[config.mk]
export PLATFORM = sky130hd
export DESIGN_NAME = exti_trigger_sel
export DESIGN_NICKNAME = d
export VERILOG_FILES = /design/src/rtl/exti_pkg.sv /design/src/rtl/exti_sync.sv /design/src/rtl/exti_detect.sv /design/src/rtl/exti_flag.sv /design/src/rtl/exti_trigger_sel.sv
export SDC_FILE = /design/constraint.sdc
export NUM_CORES = 1
export LEC_CHECK = 0
export BUFFER_PORTS_ARGS = -buffer_cell sky130_fd_sc_hd__buf_2
export CORE_MARGIN = 8
export CORE_UTILIZATION = 35
export CTS_CLUSTER_SIZE = 24
export DETAILED_ROUTE_END_ITERATION = 8
export PLACE_DENSITY = 0.52
export SKIP_LAST_GASP = 1
export SYNTH_ARGS = -nofsm -noshare
export SYNTH_HDL_FRONTEND = slang
export SYNTH_SLANG_ARGS = --single-unit
[constraint.sdc]
create_clock -name clk -period 1.7 [get_ports clk]
set_input_delay 0.51 -clock clk [delete_from_list [all_inputs] [get_ports clk]]
set_output_delay 0.51 -clock clk [all_outputs]
set_load 0.1 [all_outputs]
[src/rtl/exti_pkg.sv]
package exti_pkg;

   typedef enum logic [1:0] {
      TRIG_FALL   = 2'b00,
      TRIG_RISE   = 2'b01,
      TRIG_BOTH   = 2'b10,
      TRIG_BYPASS = 2'b11
   } trig_mode_e;

   typedef struct packed {
      trig_mode_e mode;
      logic       lvl;
   } trig_cfg_t;

endpackage

[src/rtl/exti_sync.sv]
module exti_sync #(
   parameter int   STAGES  = 0,
   parameter logic RST_VAL = 1'b1
) (
   input  logic clk,
   input  logic rst_n,
   input  logic d_i,
   output logic q_o
);

   if (STAGES < 0 || STAGES > 2) begin : g_bad_stages
      $error("exti_sync: STAGES must be 0, 1 or 2");
   end

   if (STAGES == 0) begin : g_pass
      assign q_o = d_i;
   end else begin : g_chain
      logic [STAGES-1:0] chain_q;
      always_ff @(posedge clk or negedge rst_n) begin
         if (!rst_n) begin
            chain_q <= {STAGES{RST_VAL}};
         end else begin
            chain_q[0] <= d_i;
            for (int k = 1; k < STAGES; k++) begin
               chain_q[k] <= chain_q[k-1];
            end
         end
      end
      assign q_o = chain_q[STAGES-1];
   end

endmodule

[src/rtl/exti_detect.sv]
module exti_detect
   import exti_pkg::*;
#(
   parameter int LOW_CYCLES = 2
) (
   input  logic      clk,
   input  logic      rst_n,
   input  logic      pin_i,
   input  trig_cfg_t cfg_i,
   input  logic      block_lvl_i,
   output logic      edge_evt_o,
   output logic      lvl_evt_o,
   output logic      lvl_mode_o
);

   localparam int CW = $clog2(LOW_CYCLES + 1);
   localparam logic [CW-1:0] CNT_LAST = CW'(LOW_CYCLES - 1);
   localparam logic [CW-1:0] CNT_SAT  = CW'(LOW_CYCLES);

   if (LOW_CYCLES < 2) begin : g_bad_low
      $error("exti_detect: LOW_CYCLES must be at least 2");
   end

   trig_cfg_t       cfg_q;
   logic            hist_q;
   logic            hist_vld_q;
   logic [CW-1:0]   low_cnt_q;

   logic stale;
   logic fall;
   logic rise;
   logic edge_hit;
   logic low_hit;

   // history is untrusted right after reset or on any setup change
   assign stale = !hist_vld_q || (cfg_i != cfg_q);
   assign fall  = hist_q && !pin_i;
   assign rise  = !hist_q && pin_i;

   always_comb begin
      unique case (cfg_q.mode)
         TRIG_FALL:   edge_hit = fall;
         TRIG_RISE:   edge_hit = rise;
         TRIG_BOTH:   edge_hit = fall || rise;
         TRIG_BYPASS: edge_hit = !cfg_q.lvl && fall;
         default:     edge_hit = 1'b0;
      endcase
   end

   assign lvl_mode_o = (cfg_q.mode == TRIG_BYPASS) && cfg_q.lvl;
   assign low_hit    = !pin_i && (low_cnt_q == CNT_LAST);

   assign edge_evt_o = !stale && edge_hit;
   assign lvl_evt_o  = !stale && lvl_mode_o && low_hit && !block_lvl_i;

   always_ff @(posedge clk or negedge rst_n) begin
      if (!rst_n) begin
         cfg_q      <= '{mode: TRIG_FALL, lvl: 1'b0};
         hist_q     <= 1'b1;
         hist_vld_q <= 1'b0;
         low_cnt_q  <= '0;
      end else begin
         cfg_q      <= cfg_i;
         hist_q     <= pin_i;
         hist_vld_q <= 1'b1;
         if (stale || pin_i) begin
            low_cnt_q <= '0;
         end else if (low_cnt_q != CNT_SAT) begin
            low_cnt_q <= low_cnt_q + 1'b1;
         end
      end
   end

   // a level event needs the pin low now and on the clock before
   a_r5_low_qualified: assert property (@(posedge clk) disable iff (!rst_n)
      lvl_evt_o |-> (!pin_i && !$past(pin_i)));

   // one level event per low period, never two in a row
   a_r6_one_per_episode: assert property (@(posedge clk) disable iff (!rst_n)
      lvl_evt_o |=> !lvl_evt_o);

endmodule

[src/rtl/exti_flag.sv]
module exti_flag (
   input  logic clk,
   input  logic rst_n,
   input  logic set_i,
   input  logic clr_i,
   output logic q_o
);

   logic flag_q;

   always_ff @(posedge clk or negedge rst_n) begin
      if (!rst_n) begin
         flag_q <= 1'b0;
      end else if (set_i) begin
         flag_q <= 1'b1;
      end else if (clr_i) begin
         flag_q <= 1'b0;
      end
   end

   assign q_o = flag_q;

   // a set in the same clock as a clear leaves the flag set
   a_r10_set_wins: assert property (@(posedge clk) disable iff (!rst_n)
      set_i |=> q_o);

endmodule

[src/rtl/exti_trigger_sel.sv]
module exti_trigger_sel
   import exti_pkg::*;
#(
   parameter int N_CH        = 2,
   parameter int LOW_CYCLES  = 2,
   parameter int SYNC_STAGES = 0
) (
   input  logic              clk,
   input  logic              rst_n,
   input  logic [N_CH-1:0]   pin_i,
   input  logic [2*N_CH-1:0] mode_i,
   input  logic [N_CH-1:0]   byp_lvl_i,
   input  logic [N_CH-1:0]   sts_clr_i,
   input  logic [N_CH-1:0]   req_clr_i,
   input  logic [N_CH-1:0]   vec_ack_i,
   output logic [N_CH-1:0]   sts_o,
   output logic [N_CH-1:0]   req_o
);

   if (N_CH < 1) begin : g_bad_nch
      $error("exti_trigger_sel: N_CH must be at least 1");
   end

   for (genvar ch = 0; ch < N_CH; ch++) begin : g_line
      logic      pin_s;
      trig_cfg_t cfg;
      logic      edge_evt;
      logic      lvl_evt;
      logic      lvl_mode;
      logic      sts_q;
      logic      req_q;

      assign cfg = '{mode: trig_mode_e'(mode_i[2*ch +: 2]), lvl: byp_lvl_i[ch]};

      exti_sync #(.STAGES(SYNC_STAGES), .RST_VAL(1'b1)) u_sync (
         .clk   (clk),
         .rst_n (rst_n),
         .d_i   (pin_i[ch]),
         .q_o   (pin_s)
      );

      exti_detect #(.LOW_CYCLES(LOW_CYCLES)) u_detect (
         .clk         (clk),
         .rst_n       (rst_n),
         .pin_i       (pin_s),
         .cfg_i       (cfg),
         .block_lvl_i (sts_q),
         .edge_evt_o  (edge_evt),
         .lvl_evt_o   (lvl_evt),
         .lvl_mode_o  (lvl_mode)
      );

      exti_flag u_sts (
         .clk   (clk),
         .rst_n (rst_n),
         .set_i (edge_evt),
         .clr_i (sts_clr_i[ch]),
         .q_o   (sts_q)
      );

      exti_flag u_req (
         .clk   (clk),
         .rst_n (rst_n),
         .set_i (edge_evt || lvl_evt),
         .clr_i (vec_ack_i[ch] || req_clr_i[ch]),
         .q_o   (req_q)
      );

      assign sts_o[ch] = sts_q;
      assign req_o[ch] = req_q;

      // the status flag never rises without the request flag
      a_r3_status_with_request: assert property (@(posedge clk) disable iff (!rst_n)
         $rose(sts_o[ch]) |-> req_o[ch]);

      // the status flag is never raised while level mode is in force
      a_r5_level_no_status: assert property (@(posedge clk) disable iff (!rst_n)
         $rose(sts_o[ch]) |-> !$past(lvl_mode));

      // an acknowledge leaves the status flag alone
      a_r8_ack_spares_status: assert property (@(posedge clk) disable iff (!rst_n)
         (vec_ack_i[ch] && !sts_clr_i[ch] && sts_o[ch]) |=> sts_o[ch]);

      // a status clear leaves the request flag alone
      a_r9_stsclr_spares_request: assert property (@(posedge clk) disable iff (!rst_n)
         (sts_clr_i[ch] && !vec_ack_i[ch] && !req_clr_i[ch] && req_o[ch]) |=> req_o[ch]);
   end

endmodule

==> results of run 1 <==
-- synthesized netlist by cell type, types with 3 or more instances --
cell type | number | area, µm²
dfrtp_1 | 15 | 375.4
inv_1 | 10 | 37.54
ha_1 | 8 | 100.1
xnor2_1 | 6 | 52.55
a21oi_1 | 5 | 25.02
buf_4 | 4 | 30.03
nand2_1 | 4 | 15.01
nor3_1 | 4 | 20.02
nor2_1 | 3 | 11.26
o22ai_1 | 3 | 18.77
-- routing by layer --
layer  track usage [%]  vias up  routed length (µm)
met5                 0        -                   0
met4             3.467        0                  15
met3             3.559        2                 113
met2             10.86       17                 665
met1             10.18      274                 785
li1                  -      318                   -
-- path summary, 6_finish.rpt --
| kind | endpoint | startpoint |
|---|---|---|
| min in group clk | g_line[1].u_detect.cfg_q[1] | mode_i[2] |
| worst max-delay path | sts_o[1] | g_line[1].u_sts.q_o |
| worst max register to register | g_line[1].u_sts.q_o | g_line[1].u_detect.hist_q |
| worst min-delay path | g_line[1].u_detect.low_cnt_q[0] | rst_n |
| worst min register to register | g_line[1].u_req.q_o | g_line[1].u_req.q_o |
| max in group asynchronous | g_line[0].u_detect.hist_q | rst_n |
-- sequential cells by signal, summed over array words and instances (netlist names) --
| name | cells |
|---|---|
| g_line.u_sts.q_o | 2 |
| g_line.u_detect.hist_q | 2 |
| g_line.u_detect.low_cnt_q | 4 |
| g_line.u_detect.cfg_q | 6 |
| g_line.u_req.q_o | 2 |
| g_line.u_detect.hist_vld_q | 1 |
-- cells in the final DEF (no fill, tap or decap), types with 2 or more instances in the layout --
| master | Yosys | final |
|---|---|---|
| a21oi_1 | 5 | 5 |
| buf_2 | 0 | 19 |
| clkbuf_4 | 0 | 3 |
| dfrtp_1 | 15 | 15 |
| dfstp_2 | 2 | 2 |
| ha_1 | 8 | 8 |
| inv_1 | 10 | 10 |
| nand2_1 | 4 | 4 |
| nand2b_1 | 2 | 2 |
| nand3b_1 | 2 | 2 |
| nand4_1 | 2 | 2 |
| nor2_1 | 3 | 3 |
| nor3_1 | 4 | 4 |
| o21ai_0 | 2 | 2 |
| o21ai_1 | 2 | 2 |
| o22ai_1 | 3 | 3 |
| xnor2_1 | 6 | 6 |
| xor2_1 | 2 | 2 |
-- logic make-up (layout without fill, tap and decap cells) --
| group | count (synthesis) | in the layout | share of synthesized area [%] |
|---|---|---|---|
| compound gates | 15 | 15 | 9.830 |
| xor+xnor | 8 | 8 | 7.978 |
| fa+ha+maj | 8 | 8 | 11.40 |
| buf+inv | 14 | 33 | 7.693 |
| flops | 17 | 17 | 48.72 |
| other cells | 1 | 1 | 0.4269 |
| simple gates | 21 | 21 | 13.96 |
-- through the flow --
step | worst slack [ns] | instances
6_report | 0.06490 | 133
5_1_grt | 0.01485 | 133
4_1_cts | 0.04821 | 133
3_5_place_dp | 0.06780 | 129
3_3_place_gp | 0.1194 | 129
2_1_floorplan | 0.3565 | 84
-- cell type report --
| type | count | share of cell area, % |
|---|---|---|
| tap | 30 | 3.727 |
| inverter | 10 | 3.727 |
| timing repair buffer | 19 | 9.441 |
| multi-input combinational | 53 | 38.01 |
| clock buffer | 4 | 2.609 |
| sequential | 17 | 42.48 |
-- power by group --
group / internal (W) / leakage, nW / switching [W]
Clock: 0.0000909 / 0.0150 / 0.000125
Combinational: 0.0000410 / 0.244 / 0.0000660
Sequential: 0.000421 / 0.214 / 0.0000142
Total: 0.000553 / 0.472 / 0.000206
==> impl_metrics.ini, run 1 <==
[timing]
finalHoldViolCount = 0
drv_slew = 0
fin_skew_ns = 0.002143
fin_tns_setup_ns = 0
timing.fmax_mhz = 611.6
hold_ws_ns = 0.1356
timing.final.crit_period_ns = 1.635
setup_viol = 0
finalCritPeriodShare_pct = 96.18
rsz0062_at_grt = false

[placement]
place_area_um2 = 980.9
gp_congestion = 0.8160
port_buffers = 19
dp_hpwl_um = 1285

[routing]
finalWirelength_um = 1579
drt-pass1-iter-count = 4
drt-initial-drc-count = 12
post_drt_wl_per_cell_um = 11.87
drc_errors = 0
antenna_left = 0
viasPerCell = 4.594
num_vias = 611

[global_route]
grt_pass1_vias = 633
grt_max_degree = 18
grt_antenna_before_repair = 0
grt_pass1_wl_um = 2711
gr-total-overflow = 0
grt_usage_pct = 7.858

[power_and_ir_drop]
power.density_nw_per_um2 = 753.0
total_power_w = 0.0007585
ir_drop_uv = 496.8
leakage_nw = 0.4723

[setup_path]
critical_path_arrival_ns = 1.13
crit_family = buffers and inverters
cp.depth = 1
critical_path_buf_inv_count = 1
r2r_cells = 5
path_max_fanout = 3
cp.required_ns = 1.19
path_cells = buf_2
slowest_delay_ns = 0.44
path_class = flip-flop to output pin
start_kind = flip-flop
cp_slowest_cell = buf_2
regToRegSetupSlack_ns = 0.35
endpoint_kind = output pin

[floorplanning]
die_h_um = 66.10
rows = 18
io_pins = 20
die_w_um = 66.10
start_util_pct = 36.11
die_area_um2 = 4369
core_region_area_um2 = 2432

[synth]
synth-edff-count = 0
netlist_area_um2 = 878.3
synth_area_per_cell_um2 = 10.46
yosysSeqAreaShare_pct = 48.72
syn_inst = 84
synth-seq-cells = 17
synth_ff_type = dfrtp_1
netlist-cell-type-count = 25
synthArstFlopShare_pct = 100.0
synth_nets = 108
synth_warnings = 0

[final_layout]
nNetsFinal = 128
drive_gt1_share_pct = 25.24
utilization_pct = 41.41
fill_cells = 253
diodes = 0
design_area_um2 = 1007
synthToLayoutAreaGrowth_pct = 14.67
multi_input_area_um2 = 382.9
layout.area.seq_um2 = 427.9

[clock_tree]
cts_tree = built
cts_setup_buffers = 0
cts_sinks = 17
path_clk_slew_ns = 0.10
holdBufCountCts = 0
cts_buffers = 3
htreeDepth = 1
cts_max_path_buffers = 2
clkLatencyLatePin_ns = 0.28
root_buffer = clkbuf_4
cts_resized = 0

[min_path]
hold_path_class = primary input to async pin

[run_status]
status = finished, final reports clean

[run]
cap_viol_max_count = 0
No activity file was read; power rests on OpenSTA's default activity.
==> run 2, diff against run 1 <==
- CORE_ASPECT_RATIO: unset -> 0.75
- CTS_CLUSTER_SIZE: 24 -> 40
==> run 2 against run 1 <==
Non-clock buffer count stayed put; sequential power about the same; die area rose by 0.38%; hold slack got worse by 0.011 ns; utilization is 1.8 points higher; global-route usage is 0.45 points higher; via count grew 0.16%; total power fell by 1.6%; design area is 0.62% higher; routed wire length is 0.89% lower; sequential cell count is the same; fmax down 0.69%; largest cell class unchanged; highest routed layer unchanged.
==> impl_metrics.ini, run 2 (same netlist as run 1, synthesis figures left out) <==
[run_status]
status = finished, final reports clean

[final_layout]
fill_cells = 227
synthToLayoutAreaGrowth_pct = 15.38
utilization_pct = 43.20
drive_gt1_share_pct = 26.21
layout.area.seq_um2 = 427.9
nNetsFinal = 128
top_register = g_line.u_detect.cfg_q
diodes = 0
design_area_um2 = 1013
mostFrequentLayoutCell = buf_2
multi_input_area_um2 = 382.9
reg_top3 = g_line.u_detect.cfg_q: 6 flops, g_line.u_detect.low_cnt_q: 4 flops
largest_reg_flops = 6
layout_common_cells = buf_2, dfrtp_1, inv_1

[routing]
finalWirelength_um = 1565
drc_errors = 0
num_vias = 612
post_drt_wl_per_cell_um = 11.42
viasPerCell = 4.467
drt-pass1-iter-count = 4
drt-initial-drc-count = 28
antenna_left = 0

[power_and_ir_drop]
leakage_nw = 0.4751
power.density_nw_per_um2 = 736.8
ir_drop_uv = 395.6
total_power_w = 0.0007467

[floorplanning]
io_pins = 20
start_util_pct = 37.44
die_area_um2 = 4385
core_region_area_um2 = 2346
rows = 15
die_h_um = 59.39
die_w_um = 73.85

[setup_path]
critical_path_arrival_ns = 1.14
endpoint_kind = output pin
cp_slowest_cell = buf_2
slowest_delay_ns = 0.45
path_class = flip-flop to output pin
cp.required_ns = 1.19
path_cells = buf_2
start_kind = flip-flop
crit_family = buffers and inverters
path_max_fanout = 3
critical_path_buf_inv_count = 1

[global_route]
grt_max_degree = 18
grt_pass1_wl_um = 2725
met2_usage_pct = 12.22
gr-total-overflow = 0
grt_usage_pct = 8.307
grt_antenna_before_repair = 0
grt_pass1_vias = 648
grt.busiest_layer = met2
grt_use_met3_pct = 3.547
use_met1_pct = 10.03

[clock_tree]
clkLatencyLatePin_ns = 0.29
cts_tree = built
path_clk_slew_ns = 0.09
cts_max_path_buffers = 2
cts_sinks = 17
cts_setup_buffers = 0
cts_resized = 0
htreeDepth = 1
root_buffer = clkbuf_4
cts_buffers = 3
holdBufCountCts = 0

[timing]
finalHoldViolCount = 0
fin_skew_ns = 0.003876
timing.fmax_mhz = 607.3
rsz0062_at_grt = false
timing.final.crit_period_ns = 1.647
fin_ws_ns = 0.05347
drv_slew = 0
fin_tns_setup_ns = 0
setup_viol = 0
finalCritPeriodShare_pct = 96.85

[placement]
dp_hpwl_um = 1309
port_buffers = 19
gp_congestion = 0.8094
dp_slack_ns = 0.09779
place_area_um2 = 985.9

[run]
cap_viol_max_count = 0

[min_path]
hold_path_class = primary input to async pin
run 2: stage by stage:
| stage | std cells | hold WS (ns) |
|---|---|---|
| finish | 137 | 0.1244 |
| global route | 137 | 0.1294 |
| CTS | 137 | 0.1270 |
| detailed placement | 133 | 0.4477 |
| global placement | 133 | 0.4553 |
| floorplan | 84 | 0.2144 |
run 2: worst paths after layout:
kind	from	to	slack, ns	cells after the start
max	g_line[1].u_sts.q_o	sts_o[1]	0.05	1
min	rst_n	g_line[0].u_detect.cfg_q[1]	0.12	1
max reg2reg	g_line[1].u_detect.hist_q	g_line[1].u_sts.q_o	0.36	5
min reg2reg	g_line[1].u_req.q_o	g_line[1].u_req.q_o	0.49	2
max in group asynchronous	rst_n	g_line[0].u_detect.hist_q	1.27	1
min in group clk	byp_lvl_i[0]	g_line[0].u_detect.cfg_q[0]	0.35	1
run 2: report_power, final:
part,leakage (nW),switching (W),total (W),internal [W]
clock network,0.0177,0.000118,0.000205,0.0000874
logic,0.244,0.0000647,0.000106,0.0000408
registers,0.214,0.0000147,0.000436,0.000421
run 2: area by class of cell:
class	count	area share [%]
inverters	10	3.704
well taps	34	4.198
clock inverters	1	0.4938
multi-input cells	53	37.78
flip-flops and latches	17	42.22
clock buffers	3	2.222
repair buffers	19	9.383
run 2: per-layer routing:
layer,wire (µm),vias to the layer above
li1,-,319
met1,759,269
met2,639,22
met3,138,2
met4,27,0
met5,0,-
==> run 3, diff against run 2 <==
- ABC_AREA: unset -> 1
==> run 3 against run 2 <==
Hold slack improved by 0.047 ns; area after synthesis is 15% higher; worst setup slack improved by 0.087 ns; clock power is 47% higher; routed wire length up 26%; sequential share of layout area decreased by 5.7 points; design area grew 16%; count of clock-buffer cells in the layout increased by 1; clock skew fell by 0.0033 ns; critical path depth stayed put; critical path type unchanged; largest power group unchanged.
==> impl_metrics.ini, run 3 <==
[global_route]
met2_usage_pct = 13.31
grt_max_degree = 18
gr-total-overflow = 0
grt.busiest_layer = met2
grt_pass1_vias = 816
grt_antenna_before_repair = 0
use_met1_pct = 11.26
grt_pass1_wl_um = 3601
grt_usage_pct = 8.938
grt_use_met3_pct = 3.879

[routing]
num_vias = 812
drc_errors = 0
drt-initial-drc-count = 27
antenna_left = 0
post_drt_wl_per_cell_um = 10.26
finalWirelength_um = 1970
viasPerCell = 4.229
drt-pass1-iter-count = 4

[setup_path]
r2r_cells = 8
path_cells = buf_2
critical_path_buf_inv_count = 1
cp_slowest_cell = buf_2
critical_path_arrival_ns = 1.05
slowest_delay_ns = 0.43
cp.required_ns = 1.19
rr_endpoint = g_line[0].u_req.q_o
path_class = flip-flop to output pin
path_max_fanout = 2
rr_startpoint = g_line[0].u_detect.hist_q
crit_start = g_line[0].u_sts.q_o
endpoint_kind = output pin
start_kind = flip-flop
regToRegSetupSlack_ns = 0.47
crit_family = buffers and inverters

[synth]
synth_area_leaders = dfrtp_1, nand2_1, ha_1
synth_warnings = 0
synth_nets = 159
synth-edff-count = 0
synth.most_common_cell = nand2_1
netlist-cell-type-count = 18
synth_ff_type = dfrtp_1
synth-seq-cells = 17
yosys.area.top_type = dfrtp_1
synthArstFlopShare_pct = 100.0
yosysSeqAreaShare_pct = 42.22
syn_inst = 135
synth_area_per_cell_um2 = 7.507
synth_top_area_share_pct = 37.04
yosys-top-cells-count = nand2_1, inv_1, dfrtp_1, nor2_1, nand3_1
netlist_area_um2 = 1013

[clock_tree]
cts_tree = built
cts_setup_buffers = 0
cts_max_path_buffers = 2
path_clk_slew_ns = 0.06
cts_sinks = 17
cts_resized = 0
cts_buffers = 3
holdBufCountCts = 0
clkLatencyLatePin_ns = 0.25
htreeDepth = 1
root_buffer = clkbuf_8

[timing]
hold_ws_ns = 0.1710
timing.final.crit_period_ns = 1.559
finalCritPeriodShare_pct = 91.73
fin_skew_ns = 0.0005718
setup_viol = 0
fin_tns_setup_ns = 0
finalHoldViolCount = 0
timing.fmax_mhz = 641.3
rsz0062_at_grt = false
drv_slew = 0

[min_path]
hold_path_class = primary input to async pin

[final_layout]
fill_cells = 311
largest_reg_flops = 6
design_area_um2 = 1171
fin_cells = 192
top_register = g_line.u_detect.cfg_q
drive_gt1_share_pct = 20.78
diodes = 0
synthToLayoutAreaGrowth_pct = 15.56
nNetsFinal = 179
mostFrequentLayoutCell = nand2_1
reg_top3 = g_line.u_detect.cfg_q: 6 flops, g_line.u_detect.low_cnt_q: 4 flops
layout_common_cells = nand2_1, inv_1, buf_2
multi_input_area_um2 = 446.7
layout.area.seq_um2 = 427.9

[placement]
dp.cells = 188
port_buffers = 19
dp_hpwl_um = 1575
place_area_um2 = 1126
gp_congestion = 0.8456

[power_and_ir_drop]
power.density_nw_per_um2 = 742.4
p_int_w = 0.0006311
p_clk_share_pct = 34.7
ir_drop_uv = 509.7
switching_share_pct = 27.42
leakage_nw = 0.6799
p_switching_w = 0.0002384
pwr-share-seq_pct = 50.1
p_comb_share_pct = 15.1
total_power_w = 0.0008695

[run]
cap_viol_max_count = 0

[floorplanning]
die_area_um2 = 4891
die_w_um = 78.14
rows = 17
core_region_area_um2 = 2850
die_h_um = 62.60
io_pins = 20
start_util_pct = 35.56

[run_status]
status = finished, final reports clean
[run 3: through the flow]
stage / setup slack [ns] / utilization [%]
2_1_floorplan: 0.4431 / -
3_3_place_gp: 0.2242 / 39.51
3_5_place_dp: 0.2170 / 39.51
4_1_cts: 0.1294 / 41.09
5_1_grt: 0.1043 / 41.09
6_report: 0.1406 / 41.09
[run 3: final cells by class]
class,instances,share of cell area [%]
clock buffers,4,3.846
flip-flops and latches,17,36.54
repair buffers,19,8.120
well taps,38,4.060
inverters,29,9.295
multi-input cells,85,38.14
[run 3: worst max path at each step]
| stage | end | slack, ns | cells after the start |
|---|---|---|---|
| final | sts_o[0] | 0.14 | 1 |
| after CTS | sts_o[0] | 0.13 | 1 |
| after global routing | sts_o[0] | 0.10 | 1 |
| after floorplan | g_line[1].u_req.q_o | 0.44 | 7 |
| after detailed placement | g_line[1].u_req.q_o | 0.22 | 8 |
| after global placement | g_line[1].u_req.q_o | 0.22 | 8 |
[run 3: kinds of logic (layout without fill, tap and decap cells)]
kind of cell / count (synthesis) / count (layout) / share of synthesized area, %
simple gates: 70 / 70 / 30.12
flops: 17 / 17 / 42.22
other cells: 1 / 1 / 0.3700
xor+xnor: 2 / 2 / 1.729
buf+inv: 33 / 52 / 13.70
fa+ha+maj: 8 / 8 / 9.877
compound gates: 4 / 4 / 1.975
[run 3: per-layer routing]
| metal | part of all wire [%] | routed length (µm) |
|---|---|---|
| met1 | 53 | 1040 |
| met2 | 41 | 817 |
| met3 | 4.9 | 96 |
| met4 | 0.71 | 14 |
| met5 | 0 | 0 |
[run 3: power groups by stage]
| stage | clock (W) | combinational, W | sequential (W) |
|---|---|---|---|
| finish | 0.000302 | 0.000131 | 0.000436 |
| global route | 0.000335 | 0.000152 | 0.000438 |
| CTS | 0.000317 | 0.000133 | 0.000436 |
| detailed placement | 0 | 0.000133 | 0.000443 |
| global placement | 0 | 0.000131 | 0.000443 |
| floorplan | 0 | 0.0000916 | 0.000440 |
